==> config.mk <==
export PLATFORM = sky130hd
export DESIGN_NAME = branch_cond_unit
export DESIGN_NICKNAME = d
export VERILOG_FILES = /design/src/rtl/branch_cond_unit.sv
export SDC_FILE = /design/constraint.sdc
export NUM_CORES = 1
export LEC_CHECK = 0
export CORE_MARGIN = 3
export CORE_UTILIZATION = 42
export DETAILED_ROUTE_END_ITERATION = 10
export HOLD_SLACK_MARGIN = 0.15
export PLACE_DENSITY = 0.77
export SLEW_MARGIN = 20
export SYNTH_ARGS = -nofsm -noshare
export SYNTH_HDL_FRONTEND = slang
export SYNTH_SLANG_ARGS = --single-unit
==> constraint.sdc <==
create_clock -name clk -period 3.6 [get_ports clk]
set_input_delay 0.72 -clock clk [delete_from_list [all_inputs] [get_ports clk]]
set_output_delay 0.72 -clock clk [all_outputs]
set_load 0.01 [all_outputs]
==> src/rtl/branch_cond_unit.sv <==
module branch_cond_unit #(
  parameter int PC_W = 32
) (
  input  logic            clk,
  input  logic            rst_n,
  input  logic            i_valid,
  input  logic            i_ext,
  input  logic [47:0]     i_word,
  input  logic [PC_W-1:0] i_pc,
  input  logic [3:0]      i_cond,
  output logic            o_valid,
  output logic            o_taken,
  output logic [PC_W-1:0] o_target,
  output logic [3:0]      o_tag,
  output logic            o_discard,
  output logic            o_tile_wait,
  output logic            o_wrout,
  output logic            o_illegal
);
  localparam int SOFF_W = 7;
  localparam int LOFF_W = 23;

  logic [2:0]        op;
  logic [SOFF_W-1:0] soff;
  logic [LOFF_W-1:0] loff;
  logic [1:0]        cc;
  logic [15:0]       tbl;
  logic [PC_W-1:0]   off_ext;
  logic              cc_ok, cond_ok, bad_op, br_op;

  assign op   = i_word[2:0];
  assign cc   = i_word[15:14];
  assign tbl  = i_word[47:32];
  assign loff = i_word[31:9];
  assign soff = (op == 3'd1) ? i_word[15:9] : i_word[13:7];

  assign off_ext = i_ext ? {{(PC_W-LOFF_W){loff[LOFF_W-1]}}, loff}
                         : {{(PC_W-SOFF_W){soff[SOFF_W-1]}}, soff};

  always_comb begin
    case (cc)
      2'd1:    cc_ok = ~i_cond[0];
      2'd2:    cc_ok = i_cond[0];
      2'd3:    cc_ok = 1'b1;
      default: cc_ok = 1'b0;
    endcase
  end

  assign cond_ok = i_ext ? tbl[i_cond] : ((op == 3'd1) | cc_ok);
  assign bad_op  = (op == 3'd0) | (op == 3'd3) | (op == 3'd5);
  assign br_op   = (op == 3'd1) | (op == 3'd2) | (op == 3'd6) | (op == 3'd7);

  always_ff @(posedge clk) begin
    if (!rst_n) begin
      o_valid     <= 1'b0;
      o_taken     <= 1'b0;
      o_target    <= '0;
      o_tag       <= '0;
      o_discard   <= 1'b0;
      o_tile_wait <= 1'b0;
      o_wrout     <= 1'b0;
      o_illegal   <= 1'b0;
    end else begin
      o_valid     <= i_valid;
      o_taken     <= i_valid & br_op & cond_ok;
      o_discard   <= i_valid & (op == 3'd4) & cond_ok;
      o_tile_wait <= i_valid & (op == 3'd6) & cond_ok;
      o_wrout     <= i_valid & (op == 3'd7);
      o_illegal   <= i_valid & bad_op;
      if (i_valid) begin
        o_target <= i_pc + off_ext;
        o_tag    <= i_word[6:3];
      end
    end
  end

  p_discard_not_taken_r5: assert property (@(posedge clk) disable iff (!rst_n)
    o_discard |-> !o_taken);

  p_illegal_quiet_r8: assert property (@(posedge clk) disable iff (!rst_n)
    o_illegal |-> !o_taken && !o_discard && !o_tile_wait && !o_wrout);

  p_one_request_r9: assert property (@(posedge clk) disable iff (!rst_n)
    $onehot0({o_discard, o_tile_wait, o_wrout, o_illegal}));

  p_idle_quiet_r9: assert property (@(posedge clk) disable iff (!rst_n)
    !i_valid |=> !o_valid && !o_taken && !o_wrout && !o_discard);

  p_hold_target_r9: assert property (@(posedge clk) disable iff (!rst_n)
    !i_valid |=> $stable(o_target) && $stable(o_tag));

  p_uncond_taken_r1: assert property (@(posedge clk) disable iff (!rst_n)
    (i_valid && !i_ext && i_word[2:0] == 3'd1) |=> o_taken);

  p_wrout_issue_r7: assert property (@(posedge clk) disable iff (!rst_n)
    (i_valid && i_word[2:0] == 3'd7) |=> o_wrout);
endmodule

## Word level (Yosys, flattened, before mapping)

Index checks and enable logic that the tools add are counted.

- Add/sub/neg operators: 1
- Magnitude comparators: 1
- Equal/unequal tests: 10
- Muxes and demuxes: 6
- Bitwise operators: 15
- Reduce and logical (&&, ||, !) cells: 1

Operator list:

| kind | number |
|---|---|
| adder 32 bit | 1 |
| 2-to-1 mux 32 bit | 1 |
| == test 3 bit, second input constant | 4 |
| bitwise AND 1 bit | 8 |
| 2-to-1 mux 7 bit | 1 |
| == test 3 x 2 -> 1 bit, second input constant | 2 |
| OR 1 bit | 6 |
| less-than comparator 4 x 5 -> 1 bit, second input constant | 1 |
| binary-select mux 1 bit (select 4 bit) | 1 |
| == test 2 bit, second input constant | 2 |
| == test 3 x 1 -> 1 bit, second input constant | 1 |
| logical NOT 3 bit | 1 |
| case mux 1 bit (3 select lines) | 1 |
| == test 2 x 1 -> 1 bit, second input constant | 1 |
| 2-to-1 mux 1 bit | 2 |
| NOT 1 bit | 1 |

- Register bits: 42
- Output and inout port bits: 42
- Word-level logic and storage cells: 42

## Depth between registers and ports, before layout

Gate-level depths: netlist of the first run.

- Word-level depth: 6
- Mapped depth: 17

## Least setup slack after synthesis of the first run

OpenSTA, ideal clock, no wires.

- Path type: input port to flip-flop
- Start: input port i_word[2]
- End: register o_target[29]
- Arrival time: 3.714 ns
- Data required time: 3.478 ns
- Setup slack: -0.236 ns
- Cell stages on the path: 15
- Path buffers: 2
- Cells stage by stage: nor3b_1 -> a21oi_1 -> nor2_1 -> clkbuf_1 -> a21oi_1 -> ha_1 -> buf_4 -> nand4_1 -> nor4_2 -> o211ai_2 -> o31ai_2 -> a221oi_4 -> o21ai_2 -> nor3_1 -> a221o_1

- Word-level cells in the longest chain between the ends: 4

RTL lines:

| item | RTL line | text |
|---|---|---|
| from (decl) | 8 | `input logic [47:0] i_word,` |
| == test 3 x 1 -> 1 bit | 35 | `assign soff = (op == 3'd1) ? i_word[15:9] : i_word[13:7];` |
| 2-to-1 mux 7 bit | 35 |  |
| 2-to-1 mux 32 bit | 37 | `assign off_ext = i_ext ? {{(PC_W-LOFF_W){loff[LOFF_W-1]}}, loff}` |
| adder 32 bit | 71 | `o_target <= i_pc + off_ext;` |
| to (signal assigned) | 71 |  |
| to (decl) | 13 | `output logic [PC_W-1:0] o_target,` |

Every way passes these cells.
A chain may end at the register's enable or synchronous reset.

## Final worst setup path of the first run

Same ends and word-level chain as after synthesis.

==> results.txt, run 1 <==
The flow ran to the end, and the final reports show no timing, DRC or antenna violations. The worst-case register-to-register setup slack came out at between 2000 and 3000 ps. After clock tree synthesis, the clock-pin slew on the worst setup and hold paths is about 100 ps. The length in cells of the worst reg-to-reg path came out at 2.

The via total after detailed routing came out at around 4200. The number of buffers inserted by port buffering is roughly 130. The worst setup skew after layout is 0 ps. The area growth from synthesis to final layout came out at 68.33%.

The floorplan has 33 rows. The maximum clock frequency came out at 281.9 MHz. In this run the number of H-tree levels came out at 2. The tool flagged a number of max-cap violations equal to 0. The first-pass GRT wire length is between 20000 and 25000 µm. Of the total power, the share spent switching nets is 0.3650. The total count of max-transition violations in the final report came out at 0. The Yosys warning count is 0.

Across all setup checks in the final design, the least slack found is about 53 ps. The number of antenna diodes in the final layout is 0. The number of synthesized flops with an enable pin is 0.

The internal power came out at roughly 1.3 mW. The critical path start-end classification is in2reg. The worst hold path terminates at o_target[12]. The share of the Yosys chip area taken by registers is 0.2266. The power per standard cell area is ~320 nW/µm². After detailed placement, the total cell area comes to 5731 µm². Leaving out fill and tap cells, the most frequent cells in the layout are sky130_fd_sc_hd__clkdlybuf4s50_1, sky130_fd_sc_hd__buf_4, sky130_fd_sc_hd__dfxtp_1. The sequential fraction of design power is 0.271. The via density per instance came out at between 5 and 6. Synthesis inferred between 40 and 50 register bits. The first-pass iteration count of the detailed router is 5. The worst reg2reg path startpoint is o_target[24]. The post-layout total power is between 2 and 2.5 mW. In this design, the stage delay of the slowest critical-path cell is approximately 340 ps. The number of buffers on the longest clock path came out at 2. The min-delay analysis places its worst path in the category reg2reg. The largest vdd supply drop is about 0.00021 V. When the netlist entered floorplanning its net count stood at 569. In this run the critical register-to-register path is captured at o_target[24]. The startpoint type of the worst setup path is a primary input.

The number of non-filler instances in the completed layout came out at 775. The width of the die is ~100 µm. The combinational group share of total power is 0.564. The instance count after placement with tap cells included came out at about 750. The utilization of the core after routing came out at 0.7450. The later pin in the worst-skew pair is clocked with a latency of just over 300 ps. For the pin with the worst max-slew slack, the measured transition is 528.5 ps. The effective utilization at floorplan came out at 0.4426. During I/O placement, the number of pins put on the boundary was 130. The tightest hold path in the finished design has a slack of about 490 ps.

The via count of the first global-routing pass is between 4000 and 5000. The number of DRC violations after detailed routing is 0. The die area came out at roughly 10000 µm². STA classifies the critical path endpoint as a flip-flop. The worst min-delay path startpoint is o_target[12]. The weighted congestion reported at the end of routability-driven placement came out at roughly 0.88. The post-detailed-route count of antenna-violating nets came out at 0.

The detailed router finished its first iteration with 171 violations. After detailed routing, the average wire length per cell comes to about 17 µm. The net switching power is about 740 µW.

The floorplan step defined a core boundary enclosing about 8400 µm². The number of antenna violations at the first check in global routing came out at 0. The largest net degree at the start of global routing came out at 38. The die extent in y is ~100 µm. The share of the clock period used by the worst path after layout is 0.9854.

The max-slew headroom at the worst pin is 0.6476. The peak fanout along the critical path is 4. The distinct cell type count after synthesis came out at 60. The count of final hold-check violations came out at 0.

The most numerous cell type found on the critical path is sky130_fd_sc_hd__buf_4. The instance count of the mapped netlist came out at 449. Setup repair after global routing could not meet its margin everywhere. The library cell contributing the largest single delay on the critical path is sky130_fd_sc_hd__a211oi_4. Fill cells in the final layout number around 600. Subtracting the final worst setup slack from the clock period gives around 3500 ps.

The post-synthesis area per instance came out at just over 8 µm². The data arrival time of the worst path came out at 3760 ps. Prior to clock tree synthesis, the placed netlist has a worst setup slack of -638.5 ps.

The leading cell type in the layout, fill and taps excluded is sky130_fd_sc_hd__clkdlybuf4s50_1. Counting instances, the worst hold path has a depth of 1. The async set-reset flop share out of synthesis came out at 0. CTS placed an instance of sky130_fd_sc_hd__clkbuf_8 at the clock tree root. The netlist area before placement came out at 3710 µm².

The layout cell share with drive strength beyond 1 is 0.2642. The clock sink count is 42. The most used flip-flop cell after synthesis is sky130_fd_sc_hd__dfxtp_1. The aggregate negative setup slack is 0 ps. Of the total power, the clock network draws 0.165. The TritonCTS clock tree is built.

The aggregate global routing overflow came out at 0. The summed area of non-filler cells in the final layout came out at 6245 µm². Counting the buffers created by CTS gives 5. The number of nets in the final layout came out at about 800. Walking the worst path, the cells encountered are buf_2, nor3b_4, buf_4, nor2_4, mux2_4, ha_4, buf_4, a211o_1, a211oi_4, nor4_4, o211ai_2, o31ai_4, a221oi_4, o21ai_2, a221o_1. The worst path required time came out at between 3000 and 4000 ps. The leakage power figure is 2.768 nW. The half-perimeter wire length of the detailed placement result is ~9400 µm.

For this run, the total global-route usage over all layers was measured as 0.2629. The sum of routed wire length over all layers came out at about 13000 µm. The count of final setup violators is 0.
[registers in the layout, summed over array words and instances, names as in the netlist]
| name | flops |
|---|---|
| o_wrout | 1 |
| o_valid | 1 |
| o_tag | 4 |
| o_illegal | 1 |
| o_tile_wait | 1 |
| o_target | 32 |
| o_taken | 1 |
| o_discard | 1 |
[worst max-delay path: cells and delay by family]
kind            cells  cell delay, ps
fa+ha+maj           1             160
mux                 1             320
buf+inv             3             420
simple gates        3             400
compound gates      7            1740
[what timing repair did]
action,4_1_cts,5_1_grt
endpoints found under the setup margin,18,15
gates cloned,1,0
setup buffers,11,9
pin swaps,26,22
hold buffers,0,0
gates resized for setup,41,21
[worst max path at each step]
stage | depth (start not counted) | end | slack (ps) | start
final | 15 | o_target[29] | 50 | i_word[2]
after global routing | 18 | o_target[27] | -80 | i_word[2]
after CTS | 15 | o_target[29] | 10 | i_word[13]
after detailed placement | 16 | o_target[29] | -640 | i_word[0]
after global placement | 15 | o_target[28] | -530 | i_word[0]
after floorplan | 15 | o_target[29] | -20 | i_word[2]
[synthesized netlist by cell type (4+ instances only)]
library cell | number | area (µm²)
sky130_fd_sc_hd__a21oi_1 | 49 | 245.2
sky130_fd_sc_hd__nand2_1 | 26 | 97.59
sky130_fd_sc_hd__nor3b_1 | 4 | 30.03
sky130_fd_sc_hd__mux2i_1 | 24 | 240.2
sky130_fd_sc_hd__nand2b_1 | 4 | 25.02
sky130_fd_sc_hd__nand3_1 | 10 | 50.05
sky130_fd_sc_hd__mux4_2 | 5 | 112.6
sky130_fd_sc_hd__xor2_1 | 6 | 52.55
sky130_fd_sc_hd__o21ai_0 | 10 | 50.05
sky130_fd_sc_hd__xnor2_1 | 19 | 166.4
sky130_fd_sc_hd__o21ai_1 | 4 | 20.02
sky130_fd_sc_hd__a31oi_1 | 4 | 25.02
sky130_fd_sc_hd__ha_1 | 31 | 387.9
sky130_fd_sc_hd__a21o_1 | 14 | 105.1
sky130_fd_sc_hd__nor2_1 | 30 | 112.6
sky130_fd_sc_hd__o211a_1 | 5 | 50.05
sky130_fd_sc_hd__inv_1 | 30 | 112.6
sky130_fd_sc_hd__mux2_2 | 7 | 78.83
sky130_fd_sc_hd__buf_4 | 4 | 30.03
sky130_fd_sc_hd__nand4_1 | 8 | 50.05
sky130_fd_sc_hd__clkbuf_1 | 17 | 63.81
sky130_fd_sc_hd__dfxtp_1 | 42 | 840.8
sky130_fd_sc_hd__o21a_1 | 4 | 30.03
sky130_fd_sc_hd__nor2b_1 | 31 | 193.9
sky130_fd_sc_hd__nor3_1 | 13 | 65.06
[kinds of logic after synthesis]
family,count (synthesis),synth area share
mux,36,0.1164
flops,42,0.2266
simple gates,136,0.1906
buf+inv,56,0.06138
compound gates,122,0.2361
xor+xnor,25,0.05902
fa+ha+maj,32,0.1099
[layout make-up]
type                       count  area, µm²  share of cell area
multi-input combinational    351       2904              0.4650
timing repair buffer         238       2162              0.3462
sequential                    42      840.8              0.1346
tap                          105      131.4             0.02104
inverter                      31      116.4             0.01863
clock buffer                   5      68.82             0.01102
clock inverter                 3      21.27            0.003406
[power groups by stage]
stage          Combinational [mW]  Sequential [mW]  Clock, mW
2_1_floorplan               0.521            0.579          0
3_3_place_gp                0.996            0.557          0
3_5_place_dp                 1.02            0.558          0
4_1_cts                      1.08            0.548      0.338
5_1_grt                      1.23            0.555      0.354
6_report                     1.14            0.548      0.333
[routing by layer]
metal / vias up / part of all wire / track usage
met5: - / 0 / 0
met4: 0 / 0.028 / 0.1098
met3: 29 / 0.079 / 0.05698
met2: 211 / 0.48 / 0.4438
met1: 1927 / 0.41 / 0.3241
li1: 2053 / - / -
Note: power is estimated with default switching activity, not from simulation.
==> run 2: changes to the inputs <==
--- a/config.mk
+++ b/config.mk
@@ -8,6 +8,7 @@
 export CORE_MARGIN = 3
 export CORE_UTILIZATION = 42
 export DETAILED_ROUTE_END_ITERATION = 10
+export GPL_ROUTABILITY_DRIVEN = 1
 export HOLD_SLACK_MARGIN = 0.15
 export PLACE_DENSITY = 0.77
 export SLEW_MARGIN = 20
==> results of run 2 <==
No change in the layout: final DEF, timing and power equal those of run 1.
==> run 3: changes to the inputs <==
--- a/config.mk
+++ b/config.mk
@@ -5,7 +5,6 @@
 export SDC_FILE = /design/constraint.sdc
 export NUM_CORES = 1
 export LEC_CHECK = 0
-export CORE_MARGIN = 3
 export CORE_UTILIZATION = 42
 export DETAILED_ROUTE_END_ITERATION = 10
 export GPL_ROUTABILITY_DRIVEN = 1
==> results.txt, run 3 (synthesis results as in run 1) <==
The sequential standard cell area came out at 840.8 µm² (unchanged). The clock edge transition at the registers on the reported setup and hold paths came out at 90 ps (was 100 ps). The clock period minus worst slack came to 3596 ps (was 3547 ps). The first-pass iteration count of the detailed router came out at 5 (unchanged). The combined area of the multi-input logic cells came out at 2878 µm² (was 2904 µm²). The maximum level of the CTS H-tree is 2 (unchanged). The sum of routed wire length over all layers is 13150 µm (was 13040 µm). The number of flip-flops in the largest register came out at 32 (unchanged).

The die extent in y came to 95.99 µm (was 99.99 µm). The die area is 9213 µm² (was 9997 µm²). Outcome: completed (unchanged).

The routed length on met2 is 6300 µm (was 6312 µm). The cell depth of the worst min-delay path came out at 2 (was 1). The first-pass GRT wire length came out at 19820 µm (was 21400 µm).

The via count of the first global-routing pass is 4449 (was 4555). The width of the die is 95.99 µm (was 99.99 µm). Unrepaired setup endpoints after global routing: yes (unchanged).

The filler cell count in the final layout came out at 596 (was 598). The number of antenna violations at the first check in global routing is 0 (unchanged). The startpoint type of the worst setup path is a primary input (unchanged). The area growth from synthesis to final layout came out at 69.71% (was 68.33%).

The global-route usage over all layers is 0.2749 (was 0.2629). The layout cell share with drive strength beyond 1 is 0.2735 (was 0.2642). The count of final hold-check violations came to 0 (unchanged).

The number of DRC violations after detailed routing is 0 (unchanged). The register with the highest flop count is o_target (unchanged). The endpoint kind of the worst setup timing path is a flip-flop (unchanged). The largest vdd supply drop came out at 0.0001997 V (was 0.0002109 V). The launch point of the critical path is i_word[15] (was i_word[2]). The TritonCTS clock tree is built (unchanged). The leading cell type in the layout, fill and taps excluded was sky130_fd_sc_hd__clkdlybuf4s50_1 (unchanged). The peak fanout along the critical path is 15 (was 4).

The data arrival time of the worst path came out at 3800 ps (was 3760 ps). The effective utilization at floorplan is 0.4426 (unchanged). The worst hold endpoint was o_target[16] (was o_target[12]). The instance count after placement with tap cells included came out at 755 (was 747). The number of buffers inserted by port buffering is 129 (unchanged). The clock latency of the later-clocked register in the worst-skew pair came to 300 ps (was 310 ps). The worst min-delay path category is reg2reg (unchanged).

The power per standard cell area is 335.8 nW/µm² (was 323.5 nW/µm²). The met3 wire length came out at 833 µm (was 1029 µm). The number of nets in the final layout is 799 (was 789).

The total I/O pin count came to 130 (unchanged). The post-detailed-route count of antenna-violating nets was 0 (unchanged). The via density per instance is 5.571 (was 5.445). The worst-case register-to-register setup slack came out at 2650 ps (about the same). Commonest non-fill, non-tap cells in the layout: sky130_fd_sc_hd__clkdlybuf4s50_1, sky130_fd_sc_hd__buf_4, sky130_fd_sc_hd__a21oi_1 (was sky130_fd_sc_hd__clkdlybuf4s50_1, sky130_fd_sc_hd__buf_4, sky130_fd_sc_hd__dfxtp_1). The leakage power figure is 2.804 nW (was 2.768 nW).

The max-slew headroom at the worst pin came to 0.6436 (was 0.6476). The via total after detailed routing came out at 4373 (was 4220). The maximum clock frequency was 278.1 MHz (was 281.9 MHz). The number of non-filler instances in the completed layout came out at 785 (was 775). The hold buffer count at cts was 0 (unchanged).

The row count is 33 (unchanged). The number of design-rule violations left by the first detailed-router iteration came out at 191 (was 171). The post-route met1 wirelength is 5652 µm (was 5333 µm). The count of final setup violators is 0 (unchanged).

The number of buffers on the longest clock path came out at 2 (unchanged). The smallest setup slack after layout came out at 4.078 ps (was 52.67 ps). The number of antenna diodes is 0 (unchanged). The number of buffers inserted during clock tree synthesis is 5 (unchanged). The pre-CTS setup slack is -682.3 ps (was -638.5 ps). Registers with the highest flip-flop counts: o_target (32), o_tag (4) (unchanged).

The highest metal layer with signal wires is met4 (unchanged). The cell at the root of the clock tree is sky130_fd_sc_hd__clkbuf_8 (unchanged). The weighted congestion reported at the end of routability-driven placement came out at 0.9095 (was 0.8820).

The worst setup skew after layout is 0 ps (unchanged). The worst reg2reg path startpoint is o_target[24] (unchanged). The share of the clock period used by the worst path after layout was 0.9989 (was 0.9854). The largest net degree at the start of global routing is 38 (unchanged).

The worst path required time came to 3810 ps (about the same). The total count of max-transition violations in the final report is 0 (unchanged). The half-perimeter wire length of the detailed placement result is 9317 µm (was 9407 µm). The routed wire length per instance is 16.76 µm (was 16.82 µm).

The core outline area is 8382 µm² (unchanged). The aggregate global routing overflow is 0 (unchanged). The critical path start-end classification is in2reg (unchanged). The max-cap violation count came out at 0 (unchanged).

The length in cells of the worst reg-to-reg path is 2 (unchanged). The clock sink count is 42 (unchanged). The worst min-delay path startpoint was o_target[16] (was o_target[12]). The slew of the pin with the lowest slew margin was 534.6 ps (was 528.5 ps). The end of the worst register-to-register path is o_target[24] (unchanged).
==> run 3: worst max-delay path by stage <==
stage,end,slack (ps),cells after the start
detailed placement,o_target[24],-680,16
floorplan,o_target[29],-20,15
global placement,o_target[28],-550,15
CTS,o_target[27],3,15
finish,o_target[30],4,17
global route,o_target[28],-100,15
==> run 3: worst max-delay path, stage by stage <==
cell	delay [ps]
sky130_fd_sc_hd__clkdlybuf4s50_1	440
sky130_fd_sc_hd__inv_1	120
sky130_fd_sc_hd__a21oi_2	70
sky130_fd_sc_hd__nor2_2	130
sky130_fd_sc_hd__buf_12	160
sky130_fd_sc_hd__a21oi_1	50
sky130_fd_sc_hd__ha_1	350
sky130_fd_sc_hd__buf_4	140
sky130_fd_sc_hd__buf_4	100
sky130_fd_sc_hd__nand4_1	220
sky130_fd_sc_hd__nor3_2	240
sky130_fd_sc_hd__a21oi_2	90
sky130_fd_sc_hd__o211a_1	230
sky130_fd_sc_hd__o41a_1	420
sky130_fd_sc_hd__xnor2_1	130
sky130_fd_sc_hd__mux2i_1	130
sky130_fd_sc_hd__nor2b_1	60
==> run 3: final cells by class <==
cell class / instances / area share
Multi-Input combinational cell: 351 / 0.4571
Inverter: 31 / 0.01848
Tap cell: 105 / 0.02087
Sequential cell: 42 / 0.1335
Timing Repair Buffer: 248 / 0.3525
Clock buffer: 6 / 0.01153
Clock inverter: 2 / 0.005962
==> run 3: layer usage <==
metal | track usage | up-vias
met1 | 0.3297 | 2075
met5 | 0 | -
met3 | 0.06003 | 36
li1 | - | 2071
met2 | 0.4787 | 191
met4 | 0.09950 | 0
==> run 3: power breakdown <==
group          switching (mW)  internal, mW
registers              0.0286         0.518
logic                   0.522         0.639
clock network           0.198         0.208
total                   0.749          1.36
==> run 3: metrics by stage <==
step,instance area [µm²],util,power [mW],setup TNS (ps),hold slack (ps)
finish,6296,0.7512,2.114,0,480.7
global route,6296,0.7512,2.221,-696.0,491.5
CTS,6096,0.7273,2.037,0,483.1
detailed placement,5791,0.6908,1.594,-10210,470.3
global placement,5791,0.6908,1.572,-7363,464.7
floorplan,3749,-,1.100,-22.40,497.5
==> run 3: timing repair <==
| item | CTS | global route |
|---|---|---|
| buffers inserted | 9 | 13 |
| pin swaps | 23 | 26 |
| resized for setup | 33 | 26 |
| setup endpoints to repair | 18 | 16 |
